--- src/rtl/vrs_pkg.sv ---
package vrs_pkg;
  typedef logic [2:0] rate_code_t;

  typedef struct packed {
    logic [1:0] lw;  // log2 coarse width
    logic [1:0] lh;  // log2 coarse height
  } rate_log_t;

  function automatic rate_log_t rate_decode(input rate_code_t c);
    rate_log_t r;
    case (c)
      3'b001:  r = '{lw: 2'd0, lh: 2'd1};
      3'b100:  r = '{lw: 2'd1, lh: 2'd0};
      3'b101:  r = '{lw: 2'd1, lh: 2'd1};
      3'b110:  r = '{lw: 2'd1, lh: 2'd2};
      3'b111:  r = '{lw: 2'd2, lh: 2'd1};
      3'b011:  r = '{lw: 2'd2, lh: 2'd2};
      default: r = '{lw: 2'd0, lh: 2'd0};  // 000 and reserved 010
    endcase
    return r;
  endfunction

  // Unsupported pairs fall back to the nearest finer legal rate.
  function automatic rate_code_t rate_encode(input rate_log_t r);
    rate_code_t c;
    case ({r.lw, r.lh})
      4'b00_01, 4'b00_10: c = 3'b001;
      4'b01_00, 4'b10_00: c = 3'b100;
      4'b01_01:           c = 3'b101;
      4'b01_10:           c = 3'b110;
      4'b10_01:           c = 3'b111;
      4'b10_10:           c = 3'b011;
      default:            c = 3'b000;
    endcase
    return c;
  endfunction
endpackage

--- src/rtl/vrs_tile_addr.sv ---
module vrs_tile_addr #(
  parameter int XW = 14,
  parameter int YW = 14,
  parameter int TILE_LOG2 = 3,
  localparam int TXW = XW - TILE_LOG2,
  localparam int TYW = YW - TILE_LOG2
) (
  input  logic          valid,
  input  logic [XW-1:0] x,
  input  logic [YW-1:0] y,
  output logic          req,
  output logic [TXW-1:0] tile_x,
  output logic [TYW-1:0] tile_y
);
  assign req    = valid;
  assign tile_x = x[XW-1:TILE_LOG2];
  assign tile_y = y[YW-1:TILE_LOG2];
endmodule

--- src/rtl/vrs_rate_combine.sv ---
module vrs_rate_combine
  import vrs_pkg::*;
#(
  parameter int NSRC = 3
) (
  input  logic [NSRC-1:0][2:0] src_rate,
  output logic [2:0]           rate
);
  rate_log_t dec [NSRC];

  for (genvar g = 0; g < NSRC; g++) begin : g_dec
    assign dec[g] = rate_decode(src_rate[g]);
  end

  rate_log_t acc;
  always_comb begin
    acc = '0;
    for (int i = 0; i < NSRC; i++) begin
      if (dec[i].lw > acc.lw) acc.lw = dec[i].lw;
      if (dec[i].lh > acc.lh) acc.lh = dec[i].lh;
    end
  end

  assign rate = rate_encode(acc);
endmodule

--- src/rtl/vrs_anchor.sv ---
module vrs_anchor
  import vrs_pkg::*;
#(
  parameter int XW = 14,
  parameter int YW = 14
) (
  input  logic          valid,
  input  logic [XW-1:0] x,
  input  logic [YW-1:0] y,
  input  logic [2:0]    rate,
  output logic [XW-1:0] anchor_x,
  output logic [YW-1:0] anchor_y,
  output logic          new_inv
);
  rate_log_t r;
  logic [XW-1:0] mask_x;
  logic [YW-1:0] mask_y;

  always_comb begin
    r        = rate_decode(rate);
    mask_x   = {XW{1'b1}} << r.lw;
    mask_y   = {YW{1'b1}} << r.lh;
    anchor_x = x & mask_x;
    anchor_y = y & mask_y;
    new_inv  = valid && (anchor_x == x) && (anchor_y == y);
  end
endmodule

--- src/rtl/vrs_rate_select.sv ---
module vrs_rate_select #(
  parameter int XW = 14,
  parameter int YW = 14,
  localparam int TILE_LOG2 = 3,
  localparam int TXW = XW - TILE_LOG2,
  localparam int TYW = YW - TILE_LOG2
) (
  input  logic           clk,
  input  logic           rst_n,
  input  logic           px_valid,
  input  logic [XW-1:0]  px_x,
  input  logic [YW-1:0]  px_y,
  input  logic [2:0]     draw_rate,
  input  logic [2:0]     prim_rate,
  output logic           img_req,
  output logic [TXW-1:0] img_tile_x,
  output logic [TYW-1:0] img_tile_y,
  input  logic [2:0]     img_rate,
  output logic           out_valid,
  output logic [2:0]     out_rate,
  output logic [XW-1:0]  out_anchor_x,
  output logic [YW-1:0]  out_anchor_y,
  output logic           out_new_inv
);
  vrs_tile_addr #(.XW(XW), .YW(YW), .TILE_LOG2(TILE_LOG2)) u_tile (
    .valid(px_valid), .x(px_x), .y(px_y),
    .req(img_req), .tile_x(img_tile_x), .tile_y(img_tile_y)
  );

  // Stage holding the pixel while the image lookup is in flight.
  logic          st_valid_q, st_valid_d;
  logic [XW-1:0] st_x_q, st_x_d;
  logic [YW-1:0] st_y_q, st_y_d;
  logic [2:0]    st_draw_q, st_draw_d;
  logic [2:0]    st_prim_q, st_prim_d;
  logic          st_en;

  always_comb begin
    st_en      = px_valid;
    st_valid_d = px_valid;
    st_x_d     = px_x;
    st_y_d     = px_y;
    st_draw_d  = draw_rate;
    st_prim_d  = prim_rate;
  end

  always_ff @(posedge clk or negedge rst_n) begin
    if (!rst_n) st_valid_q <= 1'b0;
    else        st_valid_q <= st_valid_d;
  end

  always_ff @(posedge clk) begin
    if (st_en) begin
      st_x_q    <= st_x_d;
      st_y_q    <= st_y_d;
      st_draw_q <= st_draw_d;
      st_prim_q <= st_prim_d;
    end
  end

  vrs_rate_combine #(.NSRC(3)) u_comb (
    .src_rate({img_rate, st_prim_q, st_draw_q}),
    .rate(out_rate)
  );

  vrs_anchor #(.XW(XW), .YW(YW)) u_anchor (
    .valid(st_valid_q), .x(st_x_q), .y(st_y_q), .rate(out_rate),
    .anchor_x(out_anchor_x), .anchor_y(out_anchor_y), .new_inv(out_new_inv)
  );

  assign out_valid = st_valid_q;
endmodule

--- config.mk ---
export PLATFORM = sky130hd
export DESIGN_NAME = vrs_rate_select
export DESIGN_NICKNAME = d
export VERILOG_FILES = /design/src/rtl/vrs_pkg.sv /design/src/rtl/vrs_tile_addr.sv /design/src/rtl/vrs_rate_combine.sv /design/src/rtl/vrs_anchor.sv /design/src/rtl/vrs_rate_select.sv
export SDC_FILE = /design/constraint.sdc
export NUM_CORES = 1
export LEC_CHECK = 0
export ABC_CLOCK_PERIOD_IN_PS = 4500
export CAP_MARGIN = 5
export CORE_UTILIZATION = 45
export DETAILED_ROUTE_END_ITERATION = 10
export DONT_BUFFER_PORTS = 1
export PLACE_DENSITY = 0.71
export SYNTH_ARGS = -nofsm -noshare
export SYNTH_HDL_FRONTEND = slang
export SYNTH_SLANG_ARGS = --single-unit
--- constraint.sdc ---
create_clock -name clk -period 4.5 [get_ports clk]
set_input_delay 1.125 -clock clk [delete_from_list [all_inputs] [get_ports clk]]
set_output_delay 1.125 -clock clk [all_outputs]
set_load 0.1 [all_outputs]
==> Implementation_results.wiki <==
{| class="wikitable"
! Metric !! Value
|-
| Port Buffer Count || 0
|-
| Number of global-route vias before repair || ~1,200
|-
| Number of remaining DRC errors || 0
|-
| Final design instance area without fill || ~2400 um^2
|-
| Most used cell along the critical path || sky130_fd_sc_hd__buf_4
|-
| CTS tree || done
|-
| Die X-Extent || 69.6 um
|-
| Core occupancy in the finished layout || 53.6%
|-
| Commonest register cell after synthesis || sky130_fd_sc_hd__edfxtp_1
|-
| Start point of the critical path || st_draw_q[2]
|-
| Number of CTS-inserted buffers || 5
|-
| Critical path class || reg2out
|-
| Maximum ir drop on the vdd rail || around 0.26 mV
|-
| Most utilized layer in the global route result || met2
|-
| CP Depth || 21
|-
| Clock Tree Buf Depth || 2
|-
| Post-synthesis register bit count || 35
|-
| Crit path buffers/inverters || 9
|-
| Count of final hold-check violations || 0
|-
| H-tree lvl count || 2
|-
| Worst min-delay path category || in2async
|-
| Slowest cell delay on critical path || 0.39 ns
|-
| Syn Nets || around 230
|-
| Grt ovf || 0
|-
| Total wire length after detailed routing || 3300 um
|-
| Clock tree sinks || 35
|-
| Worst path required time || around 3.4 ns
|-
| Synthesized netlist cell count || 177
|-
| Count of placed standard cells including taps || 194
|-
| Post-synthesis share of cell area spent on full adders, half adders and majority gates || 9.12%
|-
| Post-route worst hold slack || 0.537 ns
|-
| Overall Global Routing Usage || 13.6%
|-
| Setup violations, final || 5
|-
| Per-cell routed wire length || between 15 and 20 um
|-
| Overall die area || slightly below 5000 um^2
|-
| Core footprint || 4380 um^2
|-
| Final Power || 1.44 mW
|-
| CP Cell Sequence || inv_2, a21boi_4, ha_1, a21oi_1, a21oi_1, o21ai_1, o211ai_1, buf_4, buf_4, buf_4, buf_4, buf_4, mux2i_2, buf_4, ha_4, inv_2, nor3_1, mux2i_1, o221ai_2, a21oi_4, buf_12
|-
| Worst setup SP type || register
|-
| Iteration count of the initial detailed-routing pass || 3
|-
| Fraction of layout cells with a size suffix above 1 || 42.8%
|-
| Place WS || -0.154 ns
|-
| Final worst-path cycle share || 108%
|-
| Die Y-Extent || roughly 70 um
|-
| Number of nets in the finished design || 220
|-
| Critical path endpoint category || output pin
|-
| Complex-gate fraction of the synthesized area || 8.88%
|-
| Routed vias || 1,102
|-
| Antenna viol nets, final || 0
|-
| Cell at the root of the clock tree || sky130_fd_sc_hd__clkbuf_8
|-
| Final cell count without fillers || about 220
|-
| Maximum number of pins on one net before global-route repair || 37
|-
| Placer congestion estimate || 0.787
|-
| Count of pins over their slew limit || 0
|-
| Detail Placement HPWL || about 2400 um
|-
| Relative slew slack || between 30 and 40%
|-
| Synth Cell Area || 2060 um^2
|-
| Highest fanout seen on the critical path || 4
|-
| Syn Area/Cell || 11.6 um^2
|-
| Number of rows created at floorplan || 24
|-
| Library cell with the largest summed area after synthesis || sky130_fd_sc_hd__edfxtp_1
|-
| Leak || about 0.96 nW
|-
| Status || finished with violations
|-
| Met1 capacity usage during global routing || 11.9%
|-
| Number of DRC markers after the initial detailed-route iteration || 22
|-
| Min setup slack post-route || -0.352 ns
|-
| Antenna diode count || 0
|-
| Cell types with the largest area share after synthesis || sky130_fd_sc_hd__edfxtp_1 50%, sky130_fd_sc_hd__buf_4 16%, sky130_fd_sc_hd__ha_1 9.1%
|-
| Number of synthesized flops with an enable pin || 34
|-
| Wire length of the first global-routing pass || 5060 um
|-
| Proportion of synthesized flip-flops having asynchronous set or reset || 2.86%
|-
| # IOs || 96
|-
| Fraction of synthesized cell area taken by the top area cell type || between 40% and 50%
|-
| Area Growth Syn to Fin || 14.3%
|-
| Clock transition at the registers of the reported paths || 0.06 ns
|-
| CP Data Arrival Time || roughly 3.7 ns
|-
| Yosys warns || 0
|-
| Simple-gate area share of the yosys netlist || 6.87%
|-
| DR vias/cell || 5.06
|-
| Total power density per cell area || 613 nW/um^2
|-
| Kind of cell adding the most delay to the critical path || buffers and inverters
|-
| Maximum achievable frequency || 0.206 GHz
|-
| Violations in the final reports || negative setup slack
|-
| Xor and xnor fraction of the mapped netlist area || 1.70%
|-
| Setup_tns || -1.08 ns
|-
| Unrepaired setup endpoints after global routing || true
|-
| Max cap viols || 0
|-
| Cell area after placement || between 1500 and 2000 um^2
|-
| Number of antenna violations at the first check in global routing || 0
|-
| Min Tclk post-route || 4.85 ns
|-
| Share of the yosys chip area belonging to registers || roughly 51%
|-
| Main combinational cell family by area after synthesis || buffers and inverters
|-
| GRT met2 Usage || 26.0%
|-
| GR Util met3 || just under 5%
|-
| Multiplexer area fraction after synthesis || 2.49%
|-
| Unique masters post-synth || 31
|-
| Cell type of the slowest stage on the worst timing path || sky130_fd_sc_hd__edfxtp_1
|-
| Initial standard-cell utilization of the core || 46.9%
|-
| Slew at the pin with the worst max-slew slack || ~0.92 ns
|}
## synthesized netlist by cell type (2+ instances only)
| library cell | number |
|---|---|
| sky130_fd_sc_hd__buf_4 | 45 |
| sky130_fd_sc_hd__edfxtp_1 | 34 |
| sky130_fd_sc_hd__inv_1 | 18 |
| sky130_fd_sc_hd__ha_1 | 15 |
| sky130_fd_sc_hd__nand2_1 | 13 |
| sky130_fd_sc_hd__nor2_1 | 8 |
| sky130_fd_sc_hd__o22ai_1 | 5 |
| sky130_fd_sc_hd__mux2i_1 | 4 |
| sky130_fd_sc_hd__xor2_1 | 4 |
| sky130_fd_sc_hd__nand2b_1 | 3 |
| sky130_fd_sc_hd__o21ai_1 | 3 |
| sky130_fd_sc_hd__a21oi_1 | 2 |
| sky130_fd_sc_hd__a21oi_2 | 2 |
| sky130_fd_sc_hd__and2_1 | 2 |
| sky130_fd_sc_hd__clkbuf_1 | 2 |
| sky130_fd_sc_hd__o21ai_0 | 2 |
## layer usage
layer	routed length (um)	up-vias
met3	263	6
li1	-	530
met5	0	-
met4	71	0
met1	1090	506
met2	1870	60
## flip-flops by register name, indices dropped and copies added (netlist names)
name and cells:
st_draw_q 3, st_prim_q 3, st_y_q 14, st_x_q 14, out_valid 1
## worst paths after layout
path	slack, ns	end
setup / recovery	-0.35	out_new_inv
hold / removal	0.54	out_valid
max in group asynchronous	3.90	out_valid
min in group clk	0.88	out_valid
## cells in the final DEF (no fill, tap or decap), types with 2 or more instances in the layout
cell,count
sky130_fd_sc_hd__a21boi_2,2
sky130_fd_sc_hd__a21oi_1,2
sky130_fd_sc_hd__a21oi_4,2
sky130_fd_sc_hd__and2_4,2
sky130_fd_sc_hd__buf_12,7
sky130_fd_sc_hd__buf_4,18
sky130_fd_sc_hd__buf_6,3
sky130_fd_sc_hd__clkbuf_8,5
sky130_fd_sc_hd__edfxtp_1,34
sky130_fd_sc_hd__ha_1,9
sky130_fd_sc_hd__ha_2,2
sky130_fd_sc_hd__ha_4,4
sky130_fd_sc_hd__inv_1,14
sky130_fd_sc_hd__inv_2,4
sky130_fd_sc_hd__mux2i_1,3
sky130_fd_sc_hd__nand2_1,12
sky130_fd_sc_hd__nand2b_1,3
sky130_fd_sc_hd__nor2_1,3
sky130_fd_sc_hd__nor2_2,3
sky130_fd_sc_hd__nor2_4,2
sky130_fd_sc_hd__o21ai_1,3
sky130_fd_sc_hd__o22ai_2,3
sky130_fd_sc_hd__o22ai_4,2
sky130_fd_sc_hd__xor2_1,4
## power breakdown
part	switching [mW]	leakage, nW	internal (mW)	total (mW)
registers	0.141	0.344	0.388	0.529
logic	0.401	0.573	0.302	0.703
clock network	0.0998	0.0412	0.108	0.208
## what timing repair did
item                       in CTS  in global routing
resized for setup              10                 25
setup buffers                  11                  5
setup endpoints to repair       6                  8
pin swaps                       8                 16
hold buffers                    0                  0
## layout make-up
cell class	instances	area [um^2]
clock buffers	6	72.6
clock inverters	2	12.5
fillers	356	2030
inverters	18	67.6
multi-input cells	77	778
flip-flops and latches	35	1050
well taps	52	65.1
repair buffers	28	309
## logic make-up after synthesis
kind of cell	count (synthesis)
buffers and inverters	65
XOR/XNOR	4
adder cells (fa/ha/maj)	15
multiplexers	5
AO/OA/AOI/OAI	23
AND/OR/NAND/NOR	30
flip-flops	35
(Power assumes the default switching activity.)
